$ cat src/rtl/bkoff_pkg.sv
package bkoff_pkg;
  typedef enum logic {
    BK_IDLE = 1'b0,
    BK_WAIT = 1'b1
  } bk_state_e;
endpackage

$ cat src/rtl/bkoff_lfsr.sv
module bkoff_lfsr #(
  parameter int          W      = 16,
  parameter int          SEED_W = 8,
  parameter logic [W-1:0] TAPS  = 16'hB400,
  parameter logic [W-1:0] INIT  = 16'hACE1
) (
  input  logic              clk,
  input  logic              rst_n,
  input  logic              seed_wr,
  input  logic [SEED_W-1:0] seed_val,
  output logic [W-1:0]      value
);
  logic [W-1:0] st_q, st_d, stepped, merged;

  always_comb begin
    stepped = {st_q[W-2:0], ^(st_q & TAPS)};
    merged  = seed_wr ? {stepped[W-1:SEED_W], seed_val} : stepped;
    st_d    = (merged == '0) ? W'(1) : merged;
  end

  always_ff @(posedge clk or negedge rst_n) begin
    if (!rst_n) st_q <= INIT;
    else        st_q <= st_d;
  end

  assign value = st_q;


  seed_load_chk: assert property (@(posedge clk) disable iff (!rst_n)
    seed_wr |=> (st_q[SEED_W-1:0] == $past(seed_val)) || (st_q == W'(1)));

  lfsr_nonzero_chk: assert property (@(posedge clk) disable iff (!rst_n)
    st_q != '0);
endmodule

$ cat src/rtl/bkoff_slot_len.sv
module bkoff_slot_len #(
  parameter int BASE   = 512,
  parameter int TRIM_W = 10,
  parameter int LEN_W  = 14
) (
  input  logic              clk,
  input  logic              rst_n,
  input  logic              gig_mode,
  input  logic [TRIM_W-1:0] slot_trim,
  output logic [LEN_W-1:0]  len_bits,
  output logic [3:0]        step_bits
);
  localparam int GIG_BITS = BASE * 8;

  logic signed [LEN_W:0] base_s, trim_s, raw;

  always_comb begin
    base_s    = gig_mode ? (LEN_W+1)'(GIG_BITS) : (LEN_W+1)'(BASE);
    trim_s    = {{(LEN_W+1-TRIM_W){slot_trim[TRIM_W-1]}}, slot_trim};
    raw       = base_s + trim_s;
    len_bits  = (raw[LEN_W] || (raw == '0)) ? LEN_W'(1) : raw[LEN_W-1:0];
    step_bits = gig_mode ? 4'd8 : 4'd1;
  end


  len_clamp_chk: assert property (@(posedge clk) disable iff (!rst_n)
    (!gig_mode && slot_trim[TRIM_W-1] && (slot_trim <= TRIM_W'(-BASE)))
      |-> (len_bits == LEN_W'(1)));
endmodule

$ cat src/rtl/bkoff_draw.sv
module bkoff_draw #(
  parameter int LFSR_W  = 16,
  parameter int EXP_LIM = 10,
  parameter int EXP_W   = 4
) (
  input  logic               clk,
  input  logic               rst_n,
  input  logic               coll,
  input  logic               tx_ok,
  input  logic [EXP_W-1:0]   max_exp,
  input  logic [LFSR_W-1:0]  rnd,
  output logic [EXP_LIM-1:0] slots
);
  logic [EXP_W-1:0]   att_q, att_d, hist, nth, lim, width;
  logic               att_en;
  logic [EXP_LIM-1:0] mask;

  always_comb begin
    hist   = tx_ok ? '0 : att_q;
    nth    = (hist >= EXP_W'(EXP_LIM)) ? EXP_W'(EXP_LIM) : hist + 1'b1;
    lim    = (max_exp > EXP_W'(EXP_LIM)) ? EXP_W'(EXP_LIM) : max_exp;
    width  = (nth < lim) ? nth : lim;
    att_en = coll | tx_ok;
    att_d  = coll ? nth : hist;
  end

  for (genvar i = 0; i < EXP_LIM; i++) begin : g_mask
    assign mask[i] = (EXP_W'(i) < width);
  end

  assign slots = rnd[EXP_LIM-1:0] & mask;

  always_ff @(posedge clk or negedge rst_n) begin
    if (!rst_n)      att_q <= '0;
    else if (att_en) att_q <= att_d;
  end


  hist_clear_chk: assert property (@(posedge clk) disable iff (!rst_n)
    (tx_ok && !coll) |=> (att_q == '0));

  first_draw_chk: assert property (@(posedge clk) disable iff (!rst_n)
    (coll && (tx_ok || att_q == '0)) |-> (slots <= EXP_LIM'(1)));

  hist_sat_chk: assert property (@(posedge clk) disable iff (!rst_n)
    att_q <= EXP_W'(EXP_LIM));
endmodule

$ cat src/rtl/bkoff_counter.sv
module bkoff_counter
  import bkoff_pkg::*;
#(
  parameter int CNT_W = 10,
  parameter int LEN_W = 14
) (
  input  logic             clk,
  input  logic             rst_n,
  input  logic             coll,
  input  logic [CNT_W-1:0] slots,
  input  logic             tick,
  input  logic [LEN_W-1:0] len_bits,
  input  logic [3:0]       step_bits,
  output logic             done
);
  bk_state_e        st_q, st_d;
  logic [CNT_W-1:0] rem_q, rem_d;
  logic [LEN_W-1:0] acc_q, acc_d;
  logic [LEN_W:0]   acc_nx;
  logic             done_q, done_d, slot_end;

  always_comb begin
    acc_nx   = {1'b0, acc_q} + (LEN_W+1)'(step_bits);
    slot_end = acc_nx >= {1'b0, len_bits};
    st_d     = st_q;
    rem_d    = rem_q;
    acc_d    = acc_q;
    done_d   = 1'b0;
    if (coll) begin
      acc_d = '0;
      rem_d = slots;
      if (slots == '0) begin
        st_d   = BK_IDLE;
        done_d = 1'b1;
      end else begin
        st_d = BK_WAIT;
      end
    end else if (st_q == BK_WAIT && tick) begin
      if (slot_end) begin
        acc_d = '0;
        rem_d = rem_q - 1'b1;
        if (rem_q == CNT_W'(1)) begin
          st_d   = BK_IDLE;
          done_d = 1'b1;
        end
      end else begin
        acc_d = acc_nx[LEN_W-1:0];
      end
    end
  end

  always_ff @(posedge clk or negedge rst_n) begin
    if (!rst_n) begin
      st_q   <= BK_IDLE;
      rem_q  <= '0;
      acc_q  <= '0;
      done_q <= 1'b0;
    end else begin
      st_q   <= st_d;
      rem_q  <= rem_d;
      acc_q  <= acc_d;
      done_q <= done_d;
    end
  end

  assign done = done_q;


  done_pulse_chk: assert property (@(posedge clk) disable iff (!rst_n)
    (done_q && !coll) |=> !done_q);

  idle_quiet_chk: assert property (@(posedge clk) disable iff (!rst_n)
    (st_q == BK_IDLE && !coll) |=> !done_q);

  hold_no_tick_chk: assert property (@(posedge clk) disable iff (!rst_n)
    (st_q == BK_WAIT && !coll && !tick) |=> ($stable(acc_q) && $stable(rem_q)));

  restart_chk: assert property (@(posedge clk) disable iff (!rst_n)
    coll |=> (acc_q == '0));

  acc_bound_chk: assert property (@(posedge clk) disable iff (!rst_n)
    (st_q == BK_WAIT) |-> (acc_q < len_bits && rem_q != '0));
endmodule

$ cat src/rtl/bkoff_slot_timer.sv
module bkoff_slot_timer #(
  parameter int              BASE_SLOT_BITS = 512,
  parameter int              TRIM_W         = 10,
  parameter int              EXP_LIM        = 10,
  parameter int              LFSR_W         = 16,
  parameter int              SEED_W         = 8,
  parameter logic [LFSR_W-1:0] LFSR_TAPS    = 16'hB400,
  parameter logic [LFSR_W-1:0] LFSR_INIT    = 16'hACE1,
  localparam int             EXP_W          = $clog2(EXP_LIM + 1)
) (
  input  logic              clk,
  input  logic              rst_n,
  input  logic              gig_mode,
  input  logic [TRIM_W-1:0] slot_trim,
  input  logic [EXP_W-1:0]  max_exp,
  input  logic              seed_wr,
  input  logic [SEED_W-1:0] seed_val,
  input  logic              tx_ok,
  input  logic              coll,
  input  logic              tick,
  output logic              bkoff_done
);
  localparam int LEN_W = $clog2(BASE_SLOT_BITS * 8 + 2 ** (TRIM_W - 1)) + 1;

  logic [LFSR_W-1:0]  rnd;
  logic [EXP_LIM-1:0] slots;
  logic [LEN_W-1:0]   len_bits;
  logic [3:0]         step_bits;

  bkoff_lfsr #(.W(LFSR_W), .SEED_W(SEED_W), .TAPS(LFSR_TAPS), .INIT(LFSR_INIT)) u_lfsr (
    .clk(clk), .rst_n(rst_n), .seed_wr(seed_wr), .seed_val(seed_val), .value(rnd));

  bkoff_slot_len #(.BASE(BASE_SLOT_BITS), .TRIM_W(TRIM_W), .LEN_W(LEN_W)) u_len (
    .clk(clk), .rst_n(rst_n), .gig_mode(gig_mode), .slot_trim(slot_trim),
    .len_bits(len_bits), .step_bits(step_bits));

  bkoff_draw #(.LFSR_W(LFSR_W), .EXP_LIM(EXP_LIM), .EXP_W(EXP_W)) u_draw (
    .clk(clk), .rst_n(rst_n), .coll(coll), .tx_ok(tx_ok), .max_exp(max_exp),
    .rnd(rnd), .slots(slots));

  bkoff_counter #(.CNT_W(EXP_LIM), .LEN_W(LEN_W)) u_cnt (
    .clk(clk), .rst_n(rst_n), .coll(coll), .slots(slots), .tick(tick),
    .len_bits(len_bits), .step_bits(step_bits), .done(bkoff_done));
endmodule

$ cat config.mk
export PLATFORM = sky130hd
export DESIGN_NAME = bkoff_slot_timer
export DESIGN_NICKNAME = d
export VERILOG_FILES = /design/src/rtl/bkoff_pkg.sv /design/src/rtl/bkoff_lfsr.sv /design/src/rtl/bkoff_slot_len.sv /design/src/rtl/bkoff_draw.sv /design/src/rtl/bkoff_counter.sv /design/src/rtl/bkoff_slot_timer.sv
export SDC_FILE = /design/constraint.sdc
export NUM_CORES = 1
export LEC_CHECK = 0
export ABC_AREA = 1
export BUFFER_PORTS_ARGS = -buffer_cell sky130_fd_sc_hd__buf_4
export CAP_MARGIN = 15
export CORE_MARGIN = 2
export CORE_UTILIZATION = 65
export DETAILED_ROUTE_END_ITERATION = 16
export MAX_ROUTING_LAYER = met4
export PLACE_DENSITY = 0.86
export SETUP_SLACK_MARGIN = 0.02
export SLEW_MARGIN = 40
export SYNTH_ARGS = -nofsm -noshare
export SYNTH_HDL_FRONTEND = slang
export SYNTH_SLANG_ARGS = --single-unit
export TNS_END_PERCENT = 50
$ cat constraint.sdc
create_clock -name clk -period 4.8 [get_ports clk]
set_clock_uncertainty 0.05 [all_clocks]
set_input_delay 1.44 -clock clk [delete_from_list [all_inputs] [get_ports clk]]
set_output_delay 1.44 -clock clk [all_outputs]
set_load 0.005 [all_outputs]
# Yosys cells after proc, flatten, opt, wreduce, memory -nomap -nowiden
# Cells that the tools add are included.
[totals]
ff_bits = 46
elab_cells = 64
in_bits = 29
[op_classes]
add_sub_neg = 4
reduce_logical = 11
magnitude_cmp = 14
bitwise = 2
mux = 26
eq_ne = 1
[ops]
columns = ["op", "count"]
rows = [
  ["$mux W14", 4],
  ["$mux W10", 3],
  ["$mux W4", 6],
  ["$logic_not A16 Y1", 1],
  ["$lt A3 B4 Y1 const A", 4],
  ["$mux W16", 1],
  ["$reduce_xor A16 Y1", 1],
  ["$add A14 B10 Y15", 1],
  ["$add A14 B4 Y15", 1],
  ["$ge A15 B14 Y1", 1],
  ["$logic_not A15 Y1", 1],
  ["$mux W13", 1],
  ["$and A10 B10 Y10", 1],
  ["$eq A10 B1 Y1 const B", 1],
  ["$logic_not A10 Y1", 1],
  ["$mux W1", 10],
  ["$sub A10 B1 Y10 const B", 1],
  ["$lt A1 B4 Y1 const A", 2],
  ["$lt A2 B4 Y1 const A", 2],
  ["$lt A4 B4 Y1 const A", 2],
  ["$mux W8", 1],
  ["$reduce_bool A2 Y1", 3],
  ["$add A4 B1 Y4 const B", 1],
  ["$ge A4 B4 Y1 const B", 1],
  ["other kinds (7)", 7],
]

# Longest topological paths before layout
[depth]
depth_word = 10
mapped_depth = 24
ltp_nobuf = 23

# By module
# A second synthesis with hierarchy kept.
[unflattened]
hier_cells = 605
area_unflattened_um2 = 4051.4
[modules_own_cells]
columns = ["module", "n_inst", "area_each_um2", "cells_per_inst", "seq_area_each_um2"]
rows = [
  ["bkoff_counter", 1, 2319.7, 355, 650.6],
  ["bkoff_lfsr", 1, 777.0, 96, 410.4],
  ["bkoff_draw", 1, 710.7, 109, 100.1],
  ["bkoff_slot_len", 1, 244.0, 45, 0.0],
]

# Least setup slack after synthesis
# Ideal clock, no wire load.
[synth_timing]
path_kind = "input to register"
from = "input port gig_mode"
to = "register u_cnt.rem_q[7]"
cell_stages = 22
t_required_ns = 4.626
path_buffers = 1
setup_slack_ns = 0.622
arrival_time_ns = 4.004
path_cell_list = "inv_1 > ha_1 > ha_1 > nand3_1 > nand2_1 > nand3_1 > inv_2 > nand3_1 > nor3_1 > nand3_1 > xor2_1 > inv_1 > ha_1 > a21oi_1 > o211ai_2 > inv_2 > nand4_4 > nand2_2 > inv_2 > buf_6 > o211ai_1 > nand2_1"
[synth_between]
elab_chain_len = 8
elab_cells_between_ends = 10
cone_classes = "add/sub: 2; order compare: 1; mux: 3; reduce/logical: 4"
[synth_rtl]
columns = ["item", "line_no", "source"]
rows = [
  ["start, declared", "bkoff_slot_timer.sv:13", "input logic gig_mode,"],
  ["$mux W13", "bkoff_slot_len.sv:18", "base_s = gig_mode ? (LEN_W+1)'(GIG_BITS) : (LEN_W+1)'(BASE);"],
  ["$add A14 B10 Y15", "bkoff_slot_len.sv:20", "raw = base_s + trim_s;"],
  ["$logic_not A15 Y1", "bkoff_slot_len.sv:21", "len_bits = (raw[LEN_W] || (raw == '0)) ? LEN_W'(1) : raw[LEN_W-1:0];"],
  ["$logic_or A1 B1 Y1", "bkoff_slot_len.sv:21", ""],
  ["$mux W14", "bkoff_slot_len.sv:21", ""],
  ["$ge A15 B14 Y1 *", "bkoff_counter.sv:24", "slot_end = acc_nx >= {1'b0, len_bits};"],
  ["$reduce_bool A2 Y1 (no source line) *", "-", ""],
  ["$reduce_and A2 Y1 (no source line) *", "-", ""],
  ["end signal, assigned", "bkoff_counter.sv:60", "rem_q <= rem_d;"],
  ["end, declared", "bkoff_counter.sv:17", "logic [CNT_W-1:0] rem_q, rem_d;"],
]
# Every way passes the cells marked *; elsewhere a longest branch is shown, timed or not.
# A chain may end at the register's enable or synchronous reset.

# Final worst setup path
[layout_timing]
from = "input port gig_mode"
to = "register u_cnt.rem_q[0]"
# Same word-level chain as after synthesis.

==> flow_summary.json <==
{
  "status": "completed",
  "nNetsFinal": 520,
  "synth_cell_types": 37,
  "yosys_warnings": 0,
  "area_delta_synth_final_pct": 10.3,
  "cts_tree": "done",
  "place_area_um2": 3610,
  "overflow": 0,
  "worst_setup_path_end_kind": "flop",
  "synth_nets": 500,
  "fin_crit_sh_pct": 90.4,
  "max_freq_mhz": 230,
  "io_pins": 30,
  "critPathLaunchType": "input pin",
  "via_count": 2919,
  "diodes": 0,
  "clock-sinks": 46,
  "vias_per_cell": 5.48,
  "path_delay_family": "simple AND/OR/NAND/NOR gates",
  "synth_most_common_cell": "nand2_1",
  "port_buffers": 29,
  "area.sequential_um2": 1160,
  "ys_seq_area_share_pct": 34.3,
  "post-cts-setup-buffers": 0,
  "core_area_um2": 5070,
  "top_layer_used": "met4",
  "synth-edff-count": 0,
  "ys_ff_latch": 46,
  "slew_violations": 0,
  "dpl.hpwl_um": 5580,
  "wire_per_inst_um": 13.5,
  "syn_area_um2": 3380,
  "grt_max_degree": 47,
  "cts_root_buf": "clkbuf_8",
  "wl_met1_um": 3410,
  "rsz0062_at_grt": "false",
  "path_cells": "buf_4 -> inv_1 -> ha_1 -> nand2_1 -> nor2_2 -> nand2_1 -> a21oi_2 -> nand3_1 -> nor2_1 -> nand2_1 -> nor2_1 -> xor2_1 -> inv_1 -> ha_1 -> nand2_1 -> nor2_2 -> nand3_1 -> nand4_4 -> nand2_2 -> inv_4 -> o21ai_0 -> o21ai_1",
  "die_area_um2": 5790,
  "yosysTopAreaCellShare_pct": 28.1,
  "ir_worst_vdd_mv": 0.206,
  "dr_wl_met3_um": 324,
  "grt_pass1_wl_um": 12300,
  "min_period_ps": 4340,
  "fp.dieW_um": 76.1,
  "layout-drive-gt1-share_pct": 16.8,
  "grt_usage_pct": 26.7,
  "cp_common_cell": "nand2_1",
  "fillers": 393,
  "start_util_pct": 66.6,
  "wl_um": 7180,
  "tightestPinTransition_ps": 720,
  "setup-tns-final_ps": 0,
  "multi_input_area_um2": 1880,
  "post-route-drc-count": 0,
  "drtIter0Drc": 216,
  "worstPathMaxFanout": 15,
  "ys_async_sr_fraction_pct": 100,
  "syn_area_per_cell_um2": 7.65,
  "pwr_density_cell_nw_per_um2": 306,
  "finalHoldViolations": 0,
  "rows": 26,
  "numCtsBuffers": 5,
  "yosysTopAreaCell": "dfrtp_1",
  "dr.pass1.iters": 5,
  "htreeDepth": 2,
  "grt_pass1_vias": 2755,
  "cp.buffers_inverters": 4,
  "met2WireLength_um": 3390,
  "gp_congestion": 0.895,
  "synthTopCellsByCount": "nand2_1 (103), inv_1 (66), dfrtp_1 (38)",
  "cts.reportedPaths.clkPinSlew_ps": 80,
  "antenna_left": 0,
  "antenna_found_initial": 0,
  "slowest_stage": "ha_1",
  "crit_type": "input pin to flop",
  "finalSetupViolCount": 0,
  "ys_top_cells_by_area": "dfrtp_1 (28%), nand2_1 (11%), ha_1 (11%), inv_1 (7.3%), dfstp_2 (6.2%)",
  "finalInstanceArea_um2": 3730,
  "synth_cells": 442,
  "crit_arrival_ps": 4520,
  "max_stage_delay_ps": 300,
  "insertion_delay_ps": 300,
  "synth_flop_cell": "dfrtp_1",
  "cp.required_ps": 4970,
  "worst_slack_ps": 458,
  "ctsLongestPathBuffers": 2,
  "pre_cts_ws_ps": 57.0,
  "drv_cap": 0,
  "min_path_type": "flop to flop",
  "slew_headroom_pct": 52.0,
  "p_leak_nw": 1.94,
  "die_y_um": 76.1
}
-- final timing paths --
| check | start | cells after the start | end | slack (ps) |
|---|---|---|---|---|
| min in group asynchronous | rst_n | 1 | u_lfsr.value[3] | 1080 |
| hold reg to reg | u_lfsr.value[10] | 0 | u_lfsr.value[11] | 340 |
| setup reg to reg | u_cnt.acc_q[3] | 18 | u_cnt.rem_q[0] | 1410 |
| setup / recovery | gig_mode | 22 | u_cnt.rem_q[0] | 460 |
| hold / removal | u_lfsr.value[10] | 0 | u_lfsr.value[11] | 340 |
| max in group asynchronous | rst_n | 1 | u_cnt.acc_q[7] | 3220 |
-- area by class of cell --
cell class	instances	share of cell area, %
Sequential cell	46	31.2
Timing Repair Buffer	29	5.84
Clock buffer	6	1.95
Inverter	71	7.22
Multi-Input combinational cell	309	50.5
Tap cell	70	2.35
Clock inverter	2	1.01
-- layer usage --
layer	up-vias	GRT usage, %
li1	1461	-
met5	-	-
met4	0	5.09
met2	76	42.7
met1	1377	37.0
met3	5	3.91
-- power breakdown --
part	switching [mW]	total (mW)	internal [mW]
Combinational	0.223	0.365	0.142
Sequential	0.0434	0.491	0.447
Clock	0.130	0.286	0.155
-- cell families after synthesis --
logic type,after synthesis,share of synthesized area (%)
AO/OA/AOI/OAI,61,12.3
XOR/XNOR,21,5.44
adder cells (fa/ha/maj),29,10.7
buffers and inverters,87,10.1
flip-flops,46,34.3
multiplexers,4,1.18
other,1,0.111
AND/OR/NAND/NOR,193,25.8
-- metrics by stage --
stage | hold WS, ps | instances | util, % | total power [mW]
2_1_floorplan | 382 | 442 | - | 0.761
3_3_place_gp | 317 | 525 | 71.1 | 0.840
3_5_place_dp | 324 | 525 | 71.1 | 0.852
4_1_cts | 338 | 533 | 73.3 | 1.14
5_1_grt | 343 | 533 | 73.4 | 1.23
6_report | 336 | 533 | 73.4 | 1.14
-- flip-flops by register name, summed over array words and instances, names as in the netlist --
register,count
u_draw.att_q,4
u_cnt.acc_q,14
u_lfsr.value,16
u_cnt.done,1
u_cnt.rem_q,10
u_cnt.st_q,1
-- cells in the final DEF (no fill, tap or decap), types with 8 or more instances in the layout --
master	count
o21ai_0	20
buf_4	29
a21oi_1	11
xor2_1	14
dfstp_2	8
nand3_1	25
nand2_1	103
o22ai_2	10
inv_1	66
dfrtp_1	38
ha_1	29
nor2_1	31
-- what timing repair did --
action,4_1_cts,5_1_grt
setup endpoints to repair,0,7
hold endpoints to repair,0,0
hold buffers,0,0
gates resized for setup,0,2
No activity file was read; power rests on OpenSTA's default activity.
